===== config.mk =====
export PLATFORM = sky130hd
export DESIGN_NAME = destress_ctrl
export DESIGN_NICKNAME = d
export VERILOG_FILES = /design/src/rtl/destress_pkg.sv /design/src/rtl/destress_fsm.sv /design/src/rtl/pend_queue.sv /design/src/rtl/aging_track.sv /design/src/rtl/destress_ctrl.sv
export SDC_FILE = /design/constraint.sdc
export NUM_CORES = 1
export LEC_CHECK = 0
export BUFFER_PORTS_ARGS = -buffer_cell sky130_fd_sc_hd__buf_2
export CAP_MARGIN = 20
export CORE_UTILIZATION = 60
export DETAILED_ROUTE_END_ITERATION = 12
export GPL_TIMING_DRIVEN = 0
export HOLD_SLACK_MARGIN = 0.05
export PLACE_DENSITY = 0.84
export SLEW_MARGIN = 10
export SYNTH_ARGS = -nofsm -noshare
export SYNTH_HDL_FRONTEND = slang
export SYNTH_SLANG_ARGS = --single-unit
export TNS_END_PERCENT = 20

===== constraint.sdc =====
create_clock -name clk -period 8.9 [get_ports clk]
set_clock_uncertainty 0.1 [all_clocks]
set_input_delay 0.445 -clock clk [delete_from_list [all_inputs] [get_ports clk]]
set_output_delay 0.445 -clock clk [all_outputs]
set_load 0.02 [all_outputs]

===== src/rtl/destress_pkg.sv =====
package destress_pkg;
    typedef enum logic [1:0] {
        ST_RUN      = 2'd0,
        ST_DESTRESS = 2'd1,
        ST_RECHARGE = 2'd2,
        ST_DRAIN    = 2'd3
    } dstate_t;
endpackage


===== src/rtl/destress_fsm.sv =====
module destress_fsm
    import destress_pkg::*;
#(
    parameter int CNT_W = 16
) (
    input  logic             clk,
    input  logic             rst_n,
    input  logic [CNT_W-1:0] interval_cyc,
    input  logic [CNT_W-1:0] window_cyc,
    input  logic [CNT_W-1:0] recharge_cyc,
    input  logic             q_empty_next,
    output dstate_t          state,
    output logic             expire,
    output logic             relax,
    output logic             stalled
);
    dstate_t          nxt;
    logic [CNT_W-1:0] ival;
    logic [CNT_W-1:0] win;
    logic [CNT_W-1:0] win_nxt;

    assign expire = (ival == interval_cyc - CNT_W'(1));

    // next-state and window counter logic
    always_comb begin
        nxt = state;
        unique case (state)
            ST_RUN:      if (expire) nxt = ST_DESTRESS;
            ST_DESTRESS: if (win == window_cyc - CNT_W'(1)) nxt = ST_RECHARGE;
            ST_RECHARGE: if (win == recharge_cyc - CNT_W'(1))
                             nxt = q_empty_next ? ST_RUN : ST_DRAIN;
            ST_DRAIN: begin
                if (expire)            nxt = ST_DESTRESS;
                else if (q_empty_next) nxt = ST_RUN;
            end
        endcase
        if (nxt != state)
            win_nxt = '0;
        else if (state == ST_DESTRESS || state == ST_RECHARGE)
            win_nxt = win + CNT_W'(1);
        else
            win_nxt = '0;
    end

    // state register
    always_ff @(posedge clk or negedge rst_n) begin
        if (!rst_n) begin
            state <= ST_RUN;
            ival  <= '0;
            win   <= '0;
        end else begin
            state <= nxt;
            ival  <= expire ? '0 : ival + CNT_W'(1);
            win   <= win_nxt;
        end
    end

    // outputs
    always_comb begin
        relax   = 1'b0;
        stalled = 1'b0;
        unique case (state)
            ST_DESTRESS: begin relax = 1'b1; stalled = 1'b1; end
            ST_RECHARGE: stalled = 1'b1;
            default: ;
        endcase
    end

    assert_window_on_expiry_R1: assert property (@(posedge clk) disable iff (!rst_n)
        $rose(relax) |-> $past(expire));
    assert_recharge_follows_R2: assert property (@(posedge clk) disable iff (!rst_n)
        $fell(relax) |-> state == ST_RECHARGE);
endmodule


===== src/rtl/pend_queue.sv =====
module pend_queue #(
    parameter int QDEPTH = 4
) (
    input  logic clk,
    input  logic rst_n,
    input  logic push_req,
    input  logic pop,
    output logic accept,
    output logic nonempty,
    output logic empty_next,
    output logic overflow
);
    localparam int LVL_W = $clog2(QDEPTH + 1);

    logic [LVL_W-1:0] level;
    logic [LVL_W-1:0] level_nxt;
    logic             full;

    assign full       = (level == LVL_W'(QDEPTH));
    assign accept     = push_req && !full;
    assign nonempty   = (level != '0);
    assign level_nxt  = level + LVL_W'(accept) - LVL_W'(pop);
    assign empty_next = (level_nxt == '0);

    always_ff @(posedge clk or negedge rst_n) begin
        if (!rst_n) begin
            level    <= '0;
            overflow <= 1'b0;
        end else begin
            level <= level_nxt;
            if (push_req && full) overflow <= 1'b1;
        end
    end

    assert_pop_nonempty_R4: assert property (@(posedge clk) disable iff (!rst_n)
        pop |-> level != '0);
    assert_overflow_sticky_R5: assert property (@(posedge clk) disable iff (!rst_n)
        overflow |=> overflow);
endmodule


===== src/rtl/aging_track.sv =====
module aging_track #(
    parameter int AGE_W         = 12,
    parameter int BUSY_STEP     = 3,
    parameter int IDLE_STEP     = 1,
    parameter int RELAX_STEP    = 4,
    parameter int PERM_BUSY     = 2,
    parameter int PERM_IDLE_DIV = 8,
    parameter int WARN_LEVEL    = 1000
) (
    input  logic             clk,
    input  logic             rst_n,
    input  logic             busy,
    input  logic             relax,
    output logic [AGE_W-1:0] rest_stress,
    output logic [AGE_W-1:0] perm_stress,
    output logic             age_warn
);
    localparam int DIV_W = (PERM_IDLE_DIV > 1) ? $clog2(PERM_IDLE_DIV) : 1;
    localparam logic [AGE_W:0] AMAX = {1'b0, {AGE_W{1'b1}}};

    logic [AGE_W:0]   rest_sum;
    logic [AGE_W:0]   perm_sum;
    logic [AGE_W-1:0] rest_nxt;
    logic [DIV_W-1:0] div;
    logic             div_wrap;

    assign div_wrap = (div == DIV_W'(PERM_IDLE_DIV - 1));
    assign rest_sum = {1'b0, rest_stress} + (AGE_W+1)'(BUSY_STEP);
    assign perm_sum = {1'b0, perm_stress} +
                      (busy ? (AGE_W+1)'(PERM_BUSY) : (AGE_W+1)'(div_wrap));

    always_comb begin
        if (relax)
            rest_nxt = (rest_stress >= AGE_W'(RELAX_STEP)) ? rest_stress - AGE_W'(RELAX_STEP) : '0;
        else if (busy)
            rest_nxt = (rest_sum > AMAX) ? AMAX[AGE_W-1:0] : rest_sum[AGE_W-1:0];
        else
            rest_nxt = (rest_stress >= AGE_W'(IDLE_STEP)) ? rest_stress - AGE_W'(IDLE_STEP) : '0;
    end

    always_ff @(posedge clk or negedge rst_n) begin
        if (!rst_n) begin
            rest_stress <= '0;
            perm_stress <= '0;
            div         <= '0;
        end else begin
            rest_stress <= rest_nxt;
            perm_stress <= (perm_sum > AMAX) ? AMAX[AGE_W-1:0] : perm_sum[AGE_W-1:0];
            if (!busy) div <= div_wrap ? '0 : div + DIV_W'(1);
        end
    end

    assign age_warn = (rest_stress >= AGE_W'(WARN_LEVEL)) || (perm_stress >= AGE_W'(WARN_LEVEL));

    assert_rest_falls_in_window_R6: assert property (@(posedge clk) disable iff (!rst_n)
        relax |=> rest_stress <= $past(rest_stress));
    assert_perm_grows_when_busy_R7: assert property (@(posedge clk) disable iff (!rst_n)
        busy |=> (perm_stress > $past(perm_stress)) || (perm_stress == AMAX[AGE_W-1:0]));
    assert_perm_never_falls_R7: assert property (@(posedge clk) disable iff (!rst_n)
        !busy |=> perm_stress >= $past(perm_stress));
endmodule


===== src/rtl/destress_ctrl.sv =====
module destress_ctrl
    import destress_pkg::*;
#(
    parameter int CNT_W  = 16,
    parameter int AGE_W  = 12,
    parameter int CTR_W  = 32,
    parameter int QDEPTH = 4
) (
    input  logic             clk,
    input  logic             rst_n,
    input  logic [CNT_W-1:0] interval_cyc,
    input  logic [CNT_W-1:0] window_cyc,
    input  logic [CNT_W-1:0] recharge_cyc,
    input  logic             spike_req,
    output logic             spike_out,
    output logic             destress_active,
    output logic [AGE_W-1:0] rest_stress,
    output logic [AGE_W-1:0] perm_stress,
    output logic             age_warn,
    output logic             defer_overflow,
    output logic [CTR_W-1:0] stall_count,
    output logic [CTR_W-1:0] deferred_count
);
    dstate_t state;
    logic    expire, stalled, relax;
    logic    issue_now, hold_req, pop, accept, nonempty, empty_next;

    assign issue_now = (state == ST_RUN) && spike_req && !expire;
    assign hold_req  = spike_req && !issue_now;
    assign pop       = (state == ST_DRAIN) && !expire && nonempty;

    destress_fsm #(.CNT_W(CNT_W)) u_fsm (
        .clk(clk), .rst_n(rst_n),
        .interval_cyc(interval_cyc), .window_cyc(window_cyc), .recharge_cyc(recharge_cyc),
        .q_empty_next(empty_next),
        .state(state), .expire(expire), .relax(relax), .stalled(stalled)
    );

    pend_queue #(.QDEPTH(QDEPTH)) u_queue (
        .clk(clk), .rst_n(rst_n),
        .push_req(hold_req), .pop(pop),
        .accept(accept), .nonempty(nonempty), .empty_next(empty_next),
        .overflow(defer_overflow)
    );

    aging_track #(.AGE_W(AGE_W)) u_age (
        .clk(clk), .rst_n(rst_n),
        .busy(spike_out), .relax(relax),
        .rest_stress(rest_stress), .perm_stress(perm_stress), .age_warn(age_warn)
    );

    assign destress_active = relax;

    always_ff @(posedge clk or negedge rst_n) begin
        if (!rst_n) begin
            spike_out      <= 1'b0;
            stall_count    <= '0;
            deferred_count <= '0;
        end else begin
            spike_out      <= issue_now || pop;
            stall_count    <= stall_count + CTR_W'(stalled);
            deferred_count <= deferred_count + CTR_W'(accept);
        end
    end

    assert_no_spike_while_stalled_R2: assert property (@(posedge clk) disable iff (!rst_n)
        stalled |-> !spike_out);
    assert_direct_issue_R3: assert property (@(posedge clk) disable iff (!rst_n)
        issue_now |=> spike_out);
endmodule


==> summary.txt, run 1 <==
Outcome
  – Status: complete, no violations

Route
  – Top Layer Used: met4
  – Met3 routed WL: between 1000 and 1500 um
  – Via count: around 8000
  – Vias per inst: 5.99
  – M1 wire length: just over 9000 um
  – Per-cell routed wire length: roughly 16 um
  – TritonRoute pass-1 iters: 5
  – Post-detailed-route count of antenna-violating nets: 0
  – Drt initial violations: between 700 and 800
  – Drt drc: 0
  – Final WL: 20700 um
  – DR WL met2: 9900 um

Global route
  – Number of global-route vias before repair: around 7400
  – First-pass GRT wire length: roughly 35000 um
  – GRT overflow: 0
  – Total GRT Usage: between 20 and 30%
  – Largest net degree at the start of global routing: a little under 90
  – Initial antenna violation count: 0

STA
  – RSZ-0062 raised after global routing: false
  – Setup ws final: a little under 3000 ps
  – Setup violations, final: 0
  – Slew @ Worst Pin: around 870 ps
  – Fin crit period: around 5900 ps
  – Fmax: ~0.17 GHz
  – Hold Fails Final Rpt: 0
  – Crit share post-route: 66.6%
  – Final Slew Violations: 0
  – Slew margin rel.: about 41%
  – Setup TNS: 0 ps

Floorplan
  – Core area: between 10000 and 15000 um2
  – Die ar.: roughly 15000 um2
  – Io pins: ~140
  – Row cnt: 43
  – Height of the chip: 122 um
  – Initial core utilization: 62.0%
  – Width of the chip: between 100 and 150 um

Pwr
  – PwrDens: approximately 230 nW/um2
  – LEAKAGE: about 4.7 nW
  – Worst VDD drop: ~0.00017 V

Clock network
  – PostCTS Resize Cnt: 0
  – Skew-Pair Late Insertion Delay: approximately 440 ps
  – CTS tree: built
  – Reg clk slew, reported paths: approximately 60 ps
  – Post-CTS setup buffers: 0
  – TritonCTS Buffers: 17
  – Clock Tree Root: clkbuf_16
  – CTS H-Tree Depth: 4
  – CTS Sinks: 130
  – CTS max path bufs: 2

Logic synthesis
  – Largest family of logic cells by synthesized area: simple AND/OR/NAND/NOR gates
  – Synth Cell Area: between 8000 and 9000 um2
  – Ranking of synthesized cells by area: dfrtp_1 38%, xnor2_1 11%, xor2_1 5.0%, nand2_1 3.9%, ha_1 3.9%
  – Mean Syn Cell Area: around 9.2 um2
  – Mux cell area share after synthesis: 1.34%
  – Synth Area in Simple Gates: a little over a quarter
  – Number of synthesized flops with an enable pin: 0
  – Area leader, netlist: dfrtp_1
  – Compound-cell area share of the yosys netlist: around a tenth
  – Xor/xnor cell area share of the yosys netlist: between 15 and 20%
  – Post-synth top area share: about 38%
  – Cells after Synth: roughly 950
  – Top cells by instance count after synthesis: 130 x dfrtp_1, 111 x xnor2_1, 91 x nand2_1
  – Count leader, synth: dfrtp_1
  – Yosys reg bits: 130
  – Ys Warns: 0
  – Sequential-to-total area share from yosys stat: between 30% and 40%
  – Synth cell types: roughly 80
  – Ys async rst share: between 90% and 100%
  – Net count after synthesis: a little over 1000
  – Primary FF master, synth: dfrtp_1
  – Synth Area in Adders: approximately 4.4%

Critical path
  – WS Path Type: input port to flop
  – Levels on crit path: 22
  – Crit end category: flop
  – Max stage delay on crit path: slightly above 700 ps
  – Crit start category: input port
  – Critical path peak fanout: 10
  – Crit path cell chain: buf_2, inv_1, ha_1, nor4b_1, a31oi_1, a221oi_1, o2111ai_1, nor4b_2, buf_2, o21ai_0, a21oi_1, ha_1, inv_1, fa_1, xnor2_1, xnor2_1, or3_1, a21oi_1, o41ai_4, nor4_4, buf_6, nor4_2
  – R2R depth: 19
  – Worst path buffer plus inverter count: 5
  – Worst path required time: around 9100 ps
  – CP arrival: between 6000 and 7000 ps
  – Delay-heaviest family, CP: simple AND/OR/NAND/NOR gates
  – Slowest CP cell: nor4b_1

Place
  – DP Worst Slack: 2560 ps
  – Hpwl dp: 15000 um
  – Inst Count DP: roughly 1300
  – Gpl congestion: about 0.9
  – Port Buffer Count: 141

Layout
  – Final #Nets: approximately 1200
  – Area Overhead vs Synth: 18.1%
  – Layout Cells excl Fill: 1300
  – Layout Utilization: between 70% and 80%
  – Layout cell share with drive strength beyond 1: a little under a fifth
  – Diode count: 0

Worst hold path
  – Hold-critical path depth: 2
  – Worst hold path type: input port to flop

Job
  – Max-cap viol count: 0
-- stage by stage --
step | instance area (um2) | total power [mW] | hold WS (ps)
after floorplan | 8670 | 1.38 | 49.4
final | 10200 | 2.35 | 130
after CTS | 10200 | 2.34 | 122
after global placement | 9600 | 1.61 | 357
after global routing | 10200 | 2.49 | 144
after detailed placement | 9640 | 1.64 | 309
-- path summary, 6_finish.rpt --
path | start | to | slack (ps)
min in group asynchronous | rst_n | deferred_count[23] | 400
max in group asynchronous | rst_n | u_fsm.ival[9] | 7520
setup reg to reg | u_fsm.ival[6] | u_fsm.win[12] | 3510
hold / removal | spike_req | spike_out | 130
hold reg to reg | deferred_count[31] | deferred_count[31] | 370
setup / recovery | interval_cyc[0] | u_fsm.win[12] | 2970
-- registers in the layout, summed over array words and instances, names as in the netlist --
signal / flops
deferred_count: 32
u_queue.overflow: 1
u_age.rest_stress: 12
u_queue.level: 3
u_age.div: 3
u_fsm.ival: 16
u_age.perm_stress: 12
u_fsm.state: 2
u_fsm.win: 16
spike_out: 1
stall_count: 32
-- layout by cell type (no fill, tap or decap), types with 26 or more instances in the layout --
cell      count
buf_2       143
dfrtp_1     130
xnor2_1     111
nand2_1      91
nor2_1       77
nand3_1      59
xor2_1       50
inv_1        31
ha_1         27
nor3_1       26
clkbuf_1     26
-- area by class of cell --
type                            instances  area, um2
Multi-Input combinational cell        751       5160
Buffer                                 33        143
Inverter                               31        116
Tap cell                              180        225
Clock inverter                         15        166
Sequential cell                       130       3250
Fill cell                            1040       3750
Timing Repair Buffer                  143        749
Clock buffer                           17        425
-- what timing repair did --
item / 4_1_cts / 5_1_grt
hold buffers: 1 / 0
setup endpoints to repair: 0 / 0
hold endpoints to repair: 44 / 0
-- where the power goes --
group	internal (mW)	switching, mW	leakage, nW	total [mW]
Clock	0.398	0.305	0.294	0.703
Sequential	0.691	0.116	1.73	0.807
Combinational	0.324	0.513	2.64	0.837
-- routing by layer --
layer	track usage (%)	vias to the layer above
li1	-	3709
met1	38.8	3728
met2	47.4	292
met3	5.25	52
met4	11.7	0
met5	0	-
-- cells by family (layout without fill, tap and decap cells) --
kind of cell    count (synthesis)  after routing
mux                            11             11
xor+xnor                      161            161
buf+inv                        64            239
flops                         130            130
fa+ha+maj                      29             29
compound gates                125            125
simple gates                  425            425
(Power assumes the default switching activity.)
==> run 2, diff against run 1 <==
- CORE_UTILIZATION: 60 -> 52
- PLACE_DENSITY: 0.84 -> 0.77
- clock period: 8.9 -> 5.4 ns (I/O delays scaled with it)
==> summary.txt, run 2 (synthesis gave the netlist of run 1 again) <==
Outcome
  – Status: complete, no violations

Critical path
  – Crit end category: flop
  – Crit path cell chain: buf_2, inv_1, ha_1, or4b_1, or4_1, and4b_1, nor3_4, nor4b_4, nor3_2, ha_1, inv_1, ha_1, inv_1, fa_1, xnor2_1, xnor2_1, or3_1, a21oi_2, o21ai_1, nor2_4, clkbuf_4, nor4_2
  – WS Path Type: input port to flop
  – Crit start category: input port
  – Critical path peak fanout: 10 (unchanged)
  – Max stage delay on crit path: 570 ps (-140 ps)
  – Worst path required time: 5610 ps (-3500 ps)
  – CP arrival: 5280 ps (-860 ps)
  – Slowest CP cell: or4b_1

Layout
  – Diode count: 0 (unchanged)
  – Layout Cells excl Fill: 1339 (+3.0%)
  – Commonest non-fill, non-tap cell in the layout: buf_2
  – Final #Nets: 1190 (+0.25%)
  – Commonest cells after routing, fill and taps aside: 141 x buf_2, 130 x dfrtp_1, 111 x xnor2_1
  – Largest registers: deferred_count (32), stall_count (32)
  – Final Cell Area: 10300 um2 (+0.87%)
  – Area Overhead vs Synth: 19.1%
  – Layout cell share with drive strength beyond 1: 19.8% (+0.57 points)

Route
  – Final WL: 20700 um (about the same)
  – Drt initial violations: 597 (-21%)
  – TritonRoute pass-1 iters: 5 (unchanged)
  – Per-cell routed wire length: 15.5 um (-2.9%)
  – Via count: 7651 (-1.7%)
  – Vias per inst: 5.71 (-4.5%)
  – Drt drc: 0 (unchanged)
  – Post-detailed-route count of antenna-violating nets: 0 (unchanged)

Clock network
  – CTS H-Tree Depth: 4 (unchanged)
  – Skew-Pair Late Insertion Delay: 430 ps (about the same)
  – Clock Tree Root: clkbuf_16
  – Reg clk slew, reported paths: 70 ps (about the same)
  – TritonCTS Buffers: 17 (unchanged)
  – CTS max path bufs: 2 (unchanged)
  – CTS tree: built
  – CTS Sinks: 130 (unchanged)

STA
  – Final Slew Violations: 0 (unchanged)
  – Hold Fails Final Rpt: 0 (unchanged)
  – Hold_ws: 234 ps (+104 ps)
  – RSZ-0062 raised after global routing: false
  – Slew margin rel.: 22.7% (-19 points)
  – Slew @ Worst Pin: 1150 ps (+278 ps)
  – Setup ws final: 329 ps (-2640 ps)
  – Fin crit period: 5070 ps
  – Crit share post-route: 93.9%
  – Fmax: roughly 0.2 GHz
  – Setup violations, final: 0 (unchanged)

Pwr
  – Power Total: 3.84 mW (+63%)
  – Clock network fraction of design power: 28.9% (-1.1 points)
  – Worst VDD drop: 0.000275 V (+61%)
  – Sequential share of power: 34.5% (about the same)
  – LEAKAGE: 4.67 nW (+0.21%)
  – PwrDens: 371 nW/um2 (+62%)
  – Switching Fraction: 40.3% (+0.55 points)
  – Sw Pwr: 1.55 mW (+66%)
  – Internal power: 2.29 mW (+62%)
  – Logic pwr share: 36.5% (+0.8 points)

Place
  – Port Buffer Count: 141 (unchanged)
  – DP Worst Slack: -649 ps (-3210 ps)
  – Hpwl dp: 15400 um (+2.3%)
  – Placed instance area: 9680 um2 (+0.47%)
  – Inst Count DP: 1303 (+2.8%)
  – Gpl congestion: 0.895 (-1.5%)

Global route
  – Initial antenna violation count: 0 (unchanged)
  – Largest net degree at the start of global routing: 85 (-2.3%)
  – Number of global-route vias before repair: 7224 (-2.6%)
  – First-pass GRT wire length: 35100 um (+1.1%)
  – GRT overflow: 0 (unchanged)
  – Total GRT Usage: 24.9% (-4.3 points)

Floorplan
  – Height of the chip: 131 um (+7.3%)
  – Die ar.: 17200 um2 (+15%)
  – Core area: 16100 um2 (+15%)
  – Initial core utilization: 54.0% (-8.0 points)
  – Io pins: 143 (unchanged)
  – Width of the chip: 131 um (+7.3%)
  – Row cnt: 46 (+7.0%)

Worst hold path
  – Worst hold path type: input port to flop

Job
  – Max-cap viol count: 0 (unchanged)
## run 2: changes by cell type in the layout (fill, tap and decap cells not counted), moves of 2 or more
cell,previous run,this run
buf_2,143,141
buf_4,0,2
clkbuf_4,0,2
clkinvlp_4,0,2
inv_6,5,3
inv_8,4,6
## run 2: path summary, 6_finish.rpt
check | from | end | slack, ps | cells past startpoint
worst max-delay path | interval_cyc[0] | u_fsm.win[12] | 330 | 22
worst min-delay path | interval_cyc[5] | u_fsm.state[0] | 230 | 6
worst max register to register | u_fsm.ival[6] | u_fsm.win[12] | 460 | 19
worst min register to register | deferred_count[31] | deferred_count[31] | 370 | 1
max in group asynchronous | rst_n | u_age.perm_stress[3] | 4190 | 3
min in group asynchronous | rst_n | deferred_count[26] | 240 | 2
## run 2: cell type report
cell class                      instances  area (um2)
Sequential cell                       130        3250
Multi-Input combinational cell        751        5200
Fill cell                            1349        5730
Buffer                                 33         148
Timing Repair Buffer                  146         774
Inverter                               31         116
Tap cell                              216         270
Clock buffer                           17         425
Clock inverter                         15         140
## run 2: metal layers
metal  part of all wire, %  global-route usage (%)  wire length (um)  vias up
met4                   1.8                    8.43               382        0
met5                     0                       0                 0        -
li1                      -                       -                 -     3708
met1                    45                    33.0              9320     3671
met3                   4.6                    4.24               958       41
met2                    49                    41.2             10100      231
## run 2: power by group through the flow
| stage | logic, mW | clock network, mW | registers (mW) |
|---|---|---|---|
| global placement | 1.33 | 0 | 1.33 |
| global route | 1.54 | 1.17 | 1.36 |
| CTS | 1.39 | 1.13 | 1.32 |
| finish | 1.40 | 1.11 | 1.32 |
| floorplan | 0.835 | 0 | 1.45 |
| detailed placement | 1.37 | 0 | 1.34 |
## run 2: per-stage QoR
step,utilization [%],TNS [ps]
after floorplan,-,0
after global placement,60.1,-9570
after detailed placement,60.3,-9420
after CTS,64.0,0
after global routing,64.3,0
final,64.3,0
## run 2: what timing repair did
action,4_1_cts,5_1_grt
endpoints found under the hold margin,48,0
setup buffers,0,2
endpoints found under the setup margin,16,16
gates cloned,0,0
hold buffers,2,0
pin swaps,0,1
resized for setup,2,7
## run 2: worst max-delay path: cells and delay by family
family | cells | cell delay (ps)
AND/OR/NAND/NOR | 9 | 2640
adder cells (fa/ha/maj) | 4 | 1060
buffers and inverters | 5 | 590
XOR/XNOR | 2 | 300
AO/OA/AOI/OAI | 2 | 410
